### config.mk
export PLATFORM = sky130hd
export DESIGN_NAME = mc_ctrl_fsm
export DESIGN_NICKNAME = d
export VERILOG_FILES = /design/src/rtl/mc_ctrl_fsm.sv
export SDC_FILE = /design/constraint.sdc
export NUM_CORES = 1
export LEC_CHECK = 0
export BUFFER_PORTS_ARGS = -buffer_cell sky130_fd_sc_hd__buf_2
export CAP_MARGIN = 20
export CORE_AREA = 2 2 39 41
export DETAILED_ROUTE_END_ITERATION = 7
export DIE_AREA = 0 0 41 43
export HOLD_SLACK_MARGIN = 0.03
export PLACE_DENSITY = 0.72
export SLEW_MARGIN = 20
export SYNTH_ARGS = -nofsm -noshare
export SYNTH_HDL_FRONTEND = slang
export SYNTH_SLANG_ARGS = --single-unit
export TNS_END_PERCENT = 30
### constraint.sdc
create_clock -name clk -period 1.6 [get_ports clk]
set_input_delay 0.24 -clock clk [delete_from_list [all_inputs] [get_ports clk]]
set_output_delay 0.24 -clock clk [all_outputs]
set_load 0.01 [all_outputs]
### src/rtl/mc_ctrl_fsm.sv
module mc_ctrl_fsm (
  input  logic       clk,
  input  logic       rst,
  input  logic [5:0] opcode,
  input  logic       alu_zero,
  output logic       mem_rd,
  output logic       mem_wr,
  output logic       addr_sel,
  output logic [3:0] ir_we,
  output logic       rf_we,
  output logic       rf_dst_sel,
  output logic       rf_from_mem,
  output logic       alu_a_sel,
  output logic [1:0] alu_b_sel,
  output logic [1:0] alu_class,
  output logic [1:0] pc_src,
  output logic       pc_wr,
  output logic       pc_wr_cond,
  output logic       pc_en
);
  localparam logic [5:0] OP_ALU = 6'b000000;
  localparam logic [5:0] OP_LD  = 6'b100000;
  localparam logic [5:0] OP_ST  = 6'b101000;
  localparam logic [5:0] OP_BEQ = 6'b000100;
  localparam logic [5:0] OP_JMP = 6'b000010;

  typedef enum logic [3:0] {
    F0 = 4'd0, F1 = 4'd1, F2 = 4'd2, F3 = 4'd3, DEC = 4'd4,
    ADR = 4'd5, LDM = 4'd6, LWB = 4'd7, STM = 4'd8,
    AEX = 4'd9, AWB = 4'd10, BEQ = 4'd11, JMP = 4'd12
  } st_t;

  st_t st, st_n;

  always_ff @(posedge clk)
    if (rst) st <= F0;
    else     st <= st_n;

  always_comb begin
    st_n = F0;
    case (st)
      F0:  st_n = F1;
      F1:  st_n = F2;
      F2:  st_n = F3;
      F3:  st_n = DEC;
      DEC: case (opcode)
             OP_LD, OP_ST: st_n = ADR;
             OP_ALU:       st_n = AEX;
             OP_BEQ:       st_n = BEQ;
             OP_JMP:       st_n = JMP;
             default:      st_n = F0;
           endcase
      ADR: st_n = (opcode == OP_LD) ? LDM : STM;
      LDM: st_n = LWB;
      AEX: st_n = AWB;
      default: st_n = F0;
    endcase
  end

  always_comb begin
    mem_rd = 1'b0; mem_wr = 1'b0; addr_sel = 1'b0; ir_we = 4'b0000;
    rf_we = 1'b0; rf_dst_sel = 1'b0; rf_from_mem = 1'b0;
    alu_a_sel = 1'b0; alu_b_sel = 2'b00; alu_class = 2'b00;
    pc_src = 2'b00; pc_wr = 1'b0; pc_wr_cond = 1'b0;
    case (st)
      F0, F1, F2, F3: begin
        mem_rd = 1'b1; alu_b_sel = 2'b01; pc_wr = 1'b1;
        ir_we = 4'b1000 >> st[1:0];
      end
      DEC: alu_b_sel = 2'b11;
      ADR: begin alu_a_sel = 1'b1; alu_b_sel = 2'b10; end
      LDM: begin mem_rd = 1'b1; addr_sel = 1'b1; end
      LWB: begin rf_we = 1'b1; rf_from_mem = 1'b1; end
      STM: begin mem_wr = 1'b1; addr_sel = 1'b1; end
      AEX: begin alu_a_sel = 1'b1; alu_class = 2'b10; end
      AWB: begin rf_we = 1'b1; rf_dst_sel = 1'b1; end
      BEQ: begin
        alu_a_sel = 1'b1; alu_class = 2'b01; pc_wr_cond = 1'b1; pc_src = 2'b01;
      end
      JMP: begin pc_wr = 1'b1; pc_src = 2'b10; end
      default: ;
    endcase
  end

  assign pc_en = pc_wr | (pc_wr_cond & alu_zero);

  assert_reset_fetch_R1: assert property (@(posedge clk) rst |=> (ir_we == 4'b1000));
  assert_fetch_b2_R2: assert property (@(posedge clk) disable iff (rst) ir_we[3] |=> ir_we[2]);
  assert_fetch_b1_R2: assert property (@(posedge clk) disable iff (rst) ir_we[2] |=> ir_we[1]);
  assert_fetch_b0_R2: assert property (@(posedge clk) disable iff (rst) ir_we[1] |=> ir_we[0]);
  assert_decode_R3: assert property (@(posedge clk) disable iff (rst) ir_we[0] |=> (alu_b_sel == 2'b11));
  assert_load_wb_R4: assert property (@(posedge clk) disable iff (rst)
    (mem_rd && addr_sel) |=> (rf_we && rf_from_mem));
  assert_store_ret_R5: assert property (@(posedge clk) disable iff (rst) mem_wr |=> ir_we[3]);
  assert_rdwr_excl_R5: assert property (@(posedge clk) disable iff (rst) !(mem_rd && mem_wr));
  assert_branch_ret_R7: assert property (@(posedge clk) disable iff (rst) pc_wr_cond |=> ir_we[3]);
  assert_branch_en_R9: assert property (@(posedge clk) disable iff (rst)
    (pc_wr_cond && !alu_zero) |-> !pc_en);
endmodule

==> flow_metrics.py, run 1 <==
metrics = {
    "logic_synthesis": {
        "synth-seq-cells": 4,
        "avgSynthCellArea_sq_um": 6.55,
        "synth_top_area_frac": 0.168,
        "synth.area.top_cells": "dfxtp_1 (17%), nor2_1 (7.9%), a21oi_1 (7.3%)",
        "synth_nets": 82,
        "synthAdderAreaFrac": 0,
        "synthCells": 73,
        "synth_xor_xnor_area_share": 0,
        "synth_warnings": 0,
        "synthSimpleGateAreaFrac": 0.387,
        "synth-compound-area-share": 0.298,
        "ys_seq_area_frac": 0.168,
        "synth_top_area_cell": "dfxtp_1",
        "muxShareOfSynthArea": 0.0236,
        "synth_area_sq_um": 478,
        "ys_types": 30,
        "synth_top_family_by_area": "simple AND/OR/NAND/NOR gates",
    },
    "timing": {
        "finalCriticalPeriod_ns": 1.54,
        "drv_slew": 0,
        "finClkSkew_ns": 0.000897,
        "tns_ns": 0,
        "setup_viol": 0,
        "whs_ns": 0.224,
        "final_hold_viol_count": 0,
        "max_freq_ghz": 0.649,
        "worstMarginPinSlew_ns": 0.303,
        "rsz0062_at_grt": "false",
        "fin_crit_sh": 0.963,
        "relSlewSlack": 0.798,
        "fin_ws_ns": 0.0593,
    },
    "floorplanning": {
        "die_h_microns": 43,
        "initial_utilization": 0.345,
        "core-area_sq_mm": 0.00138,
        "die_w_microns": 41,
        "io_pins": 29,
        "dieArea_sq_mm": 0.00176,
        "num_rows": 14,
    },
    "global_route": {
        "grt.total_usage": 0.161,
        "grt_overflow": 0,
        "antenna_found_initial": 0,
        "grt_max_degree": 15,
        "grt_pass1_vias": 515,
        "grt_pass1_wl_mm": 1.97,
    },
    "drt": {
        "remaining_drc_errors": 0,
        "postRouteAntennaNets": 0,
        "drt_iter0_drc": 4,
        "wire_per_inst_microns": 11.5,
        "vias_per_cell": 5.28,
        "vias": 612,
        "drt-total-wl_mm": 1.33,
        "dr.pass1.iters": 4,
    },
    "clock_tree": {
        "htreeDepth": 1,
        "clock_sinks": 4,
        "tritoncts": "done",
        "root_buffer": "clkbuf_4",
        "cts_buffer_depth": 2,
        "insertion_delay_ns": 0.23,
        "cts_setup_buffers": 0,
        "numCtsBuffers": 3,
        "clkTransAtPathRegs_ns": 0.03,
    },
    "pwr": {
        "ir_drop_mv": 0.385,
        "powerDensity_mw_per_mm2": 669,
        "p_leak_uw": 0.000314,
    },
    "setup_path": {
        "path_cells": "buf_4, or3_4, inv_1, buf_2",
        "crit_path_end_kind": "output pin",
        "slowest_delay_ns": 0.37,
        "crit_path_top_delay_cell": "or3_4",
        "reg2reg_from": "st[1]",
        "cp_max_fo": 13,
        "ff2ff_setup_slack_ns": 0.21,
        "start_kind": "flop",
        "arrival_ns": 1.30,
        "reg2reg_depth": 4,
        "r2r-end": "st[2]",
        "crit_type": "reg2out",
        "crit_required_ns": 1.36,
    },
    "finish": {
        "layout_common_cells": "buf_2 (28), nor2_1 (10), a21oi_1 (7), nor3_1 (6), inv_1 (5)",
        "antennaDiodeCount": 0,
        "largest_reg_flops": 4,
        "fin_area_sq_um": 666,
        "regMostFlops": "st",
        "layout_commonest_cell": "buf_2",
        "top_regs": "st (4)",
        "nets": 111,
        "area_delta_synth_final_pct": 39.3,
        "drive_gt1_frac": 0.430,
    },
    "place": {
        "place.gp.congestion": 0.751,
        "dp_slack_ns": 0.0448,
        "placed_area_sq_um": 628,
        "hpwl_mm": 1.08,
        "io_buffers": 28,
    },
    "run_status": {
        "status": "completed",
    },
    "hold_path": {
        "hold_start": "rst",
        "hp-class": "in2reg",
        "min_to": "st[2]",
        "holdPathStages": 2,
    },
    "job": {
        "drv_cap": 0,
    },
}
routing by layer:
layer	wire (microns)	part of all wire	vias up	GRT usage
met4	8	0.0060	0	0.0933
met2	658	0.50	23	0.275
met1	562	0.42	265	0.179
met5	0	0	-	0
li1	-	-	322	-
met3	100	0.075	2	0.0157
timing repair:
action,CTS,global route
endpoints found under the setup margin,1,5
gates resized for setup,1,3
hold buffers,0,0
critical path, delay by kind of cell, from the launching register on:
family | cells | cell delay [ns]
buffers and inverters | 3 | 0.36
flip-flops | 1 | 0.35
AND/OR/NAND/NOR | 1 | 0.37
cell type report:
cell class	count	area, sq um
Clock buffer	3	22.5
Inverter	5	18.8
Timing Repair Buffer	32	170
Tap cell	16	20.0
Multi-Input combinational cell	56	352
Sequential cell	4	82.6
Fill cell	153	718
through the flow:
stage,instances,utilization,power (uW)
final,116,0.481,446
after global placement,113,0.454,314
after CTS,116,0.471,445
after floorplan,73,-,248
after detailed placement,113,0.454,318
after global routing,116,0.481,482
logic make-up (layout without fill, tap and decap cells):
kind of cell | after synthesis | count (layout)
compound gates | 21 | 21
buf+inv | 13 | 40
flops | 4 | 4
simple gates | 34 | 34
mux | 1 | 1
how the worst max path moves through the flow:
stage                    from            to  slack (ns)  cells after the start
detailed placement  opcode[1]         st[2]        0.04                      5
global route            st[0]         pc_en       0.006                      4
global placement    opcode[1]         st[2]        0.11                      5
CTS                     st[2]  alu_class[1]       0.009                      4
finish                  st[2]  alu_class[1]        0.06                      4
floorplan               st[0]  alu_class[0]        0.16                      4
Yosys cell counts (all sizes together):
| cell | count |
|---|---|
| dfxtp | 4 |
| o32a | 1 |
| or3 | 3 |
| nand2b | 5 |
| a221oi | 1 |
| nand3 | 1 |
| clkbuf | 3 |
| nand4b | 1 |
| nor4 | 3 |
| a31oi | 2 |
| a21oi | 7 |
| a41oi | 1 |
| o41a | 1 |
| o21ai | 4 |
| mux2 | 1 |
| inv | 5 |
| buf | 5 |
| a2111oi | 1 |
| nor3 | 6 |
| nor2 | 10 |
| nand2 | 3 |
| o22ai | 1 |
| and3 | 1 |
| and2 | 1 |
| o21bai | 1 |
| a211oi | 1 |
power breakdown:
part	leakage (uW)	switching [uW]	total, uW	internal [uW]
Sequential	0.0000337	23.7	135	112
Combinational	0.000266	106	191	85.0
Clock	0.0000138	35.6	119	83.5
No activity file was read; power rests on OpenSTA's default activity.
==> run 2: changes to the inputs <==
==> constraint.sdc (replaced) <==
create_clock -name clk -period 1.6 [get_ports clk]
set_input_delay 0 -clock clk [delete_from_list [all_inputs] [get_ports clk]]
set_output_delay 0 -clock clk [all_outputs]
set_load 0.01 [all_outputs]
==> flow_metrics.py, run 2 (synthesis gave the netlist of run 1 again) <==
metrics = {
    "hold_path": {
        "hp-class": "in2reg",
        "hold_start": "opcode[0]",
    },
    "finish": {
        "nets": 112,
        "fin_area_sq_um": 661,
        "layout_common_cells": "buf_2 (28), nor2_1 (10), a21oi_1 (7), nor3_1 (6)",
        "antennaDiodeCount": 0,
        "largest_reg_flops": 4,
        "regMostFlops": "st",
        "drive_gt1_frac": 0.386,
        "area_delta_synth_final_pct": 38.2,
        "fill_cells": 144,
        "top_regs": "st (4)",
        "layout_commonest_cell": "buf_2",
    },
    "clock_tree": {
        "tritoncts": "done",
        "numCtsBuffers": 3,
        "htreeDepth": 1,
        "cts_buffer_depth": 2,
        "clkTransAtPathRegs_ns": 0.04,
        "clock_sinks": 4,
        "root_buffer": "clkbuf_4",
        "insertion_delay_ns": 0.23,
        "cts_setup_buffers": 0,
    },
    "global_route": {
        "grt_overflow": 0,
        "grt_max_degree": 16,
        "grt_pass1_wl_mm": 1.90,
        "grt_pass1_vias": 498,
        "antenna_found_initial": 0,
        "grt.total_usage": 0.154,
    },
    "place": {
        "dp_slack_ns": 0.265,
        "place.gp.congestion": 0.878,
        "hpwl_mm": 1.01,
        "placed_area_sq_um": 628,
        "io_buffers": 28,
    },
    "floorplanning": {
        "num_rows": 14,
        "dieArea_sq_mm": 0.00176,
        "initial_utilization": 0.345,
        "core-area_sq_mm": 0.00138,
        "io_pins": 29,
        "die_w_microns": 41,
        "die_h_microns": 43,
    },
    "drt": {
        "postRouteAntennaNets": 0,
        "wire_per_inst_microns": 10.8,
        "routed.top_layer": "met4",
        "wl_met3_microns": 114,
        "dr.pass1.iters": 4,
        "remaining_drc_errors": 0,
        "met2WireLength_microns": 584,
        "m1WireLength_microns": 562,
        "drt_iter0_drc": 17,
        "vias": 595,
        "vias_per_cell": 5.09,
        "drt-total-wl_mm": 1.27,
    },
    "timing": {
        "final_hold_viol_count": 0,
        "rsz0062_at_grt": "false",
        "fin_crit_sh": 0.911,
        "finalCriticalPeriod_ns": 1.46,
        "relSlewSlack": 0.782,
        "worstMarginPinSlew_ns": 0.326,
        "drv_slew": 0,
        "max_freq_ghz": 0.686,
        "setup_viol": 0,
        "tns_ns": 0,
        "finClkSkew_ns": 0.00427,
        "fin_ws_ns": 0.142,
    },
    "setup_path": {
        "crit_type": "reg2out",
        "crit_path_top_delay_cell": "dfxtp_1",
        "arrival_ns": 1.46,
        "slowest_delay_ns": 0.50,
        "crit_required_ns": 1.60,
        "crit_path_end_kind": "output pin",
        "cp_max_fo": 11,
        "start_kind": "flop",
        "path_cells": "inv_1, or3_1, inv_1, buf_2",
        "cpMostUsedCell": "inv_1",
        "cp-startpoint": "st[3]",
        "reg2reg_from": "st[1]",
    },
    "pwr": {
        "ir_drop_mv": 0.319,
        "p_leak_uw": 0.000313,
        "powerDensity_mw_per_mm2": 673,
    },
    "job": {
        "drv_cap": 0,
    },
    "run_status": {
        "status": "completed",
    },
}
[run 2: cell count changes in the layout (fill, tap and decap cells not counted), sizes merged]
cell         change
dlygate4sd3      +1
[run 2: worst max-delay path: cells and delay by family, from the launching register on]
family / cells / cell delay [ns]
flip-flops: 1 / 0.50
buffers and inverters: 3 / 0.32
AND/OR/NAND/NOR: 1 / 0.41
[run 2: layout make-up]
class / instances / area, sq um / share of cell area
multi-input cells: 56 / 339 / 0.513
repair buffers: 33 / 180 / 0.273
flip-flops and latches: 4 / 80.1 / 0.121
clock buffers: 3 / 22.5 / 0.0341
well taps: 16 / 20.0 / 0.0303
inverters: 5 / 18.8 / 0.0284
[run 2: repair_timing]
item,in CTS,in global routing
hold endpoints to repair,2,0
resized for setup,0,0
hold buffers,1,0
[run 2: final timing paths]
kind	end	slack [ns]	cells past startpoint
min reg2reg	st[0]	0.61	2
min	st[3]	0.14	4
max	alu_class[1]	0.14	4
max reg2reg	st[2]	0.25	4
[run 2: metal layers]
metal	global-route usage	vias up
met5	0	-
met4	0.0600	0
met3	0.0628	2
met2	0.259	23
met1	0.160	251
li1	-	319
[run 2: power by group]
| part | leakage (uW) | internal [uW] | switching [uW] |
|---|---|---|---|
| clock | 0.0000138 | 83.7 | 39.2 |
| sequential | 0.0000329 | 110 | 13.1 |
| combinational | 0.000266 | 85.5 | 113 |
[run 2: through the flow]
step	hold WS, ns	instances	utilization	power, uW
finish	0.142	117	0.477	445
global route	0.176	117	0.477	479
CTS	0.137	117	0.477	451
detailed placement	0.208	113	0.454	321
global placement	0.206	113	0.454	319
floorplan	0.0689	73	-	248
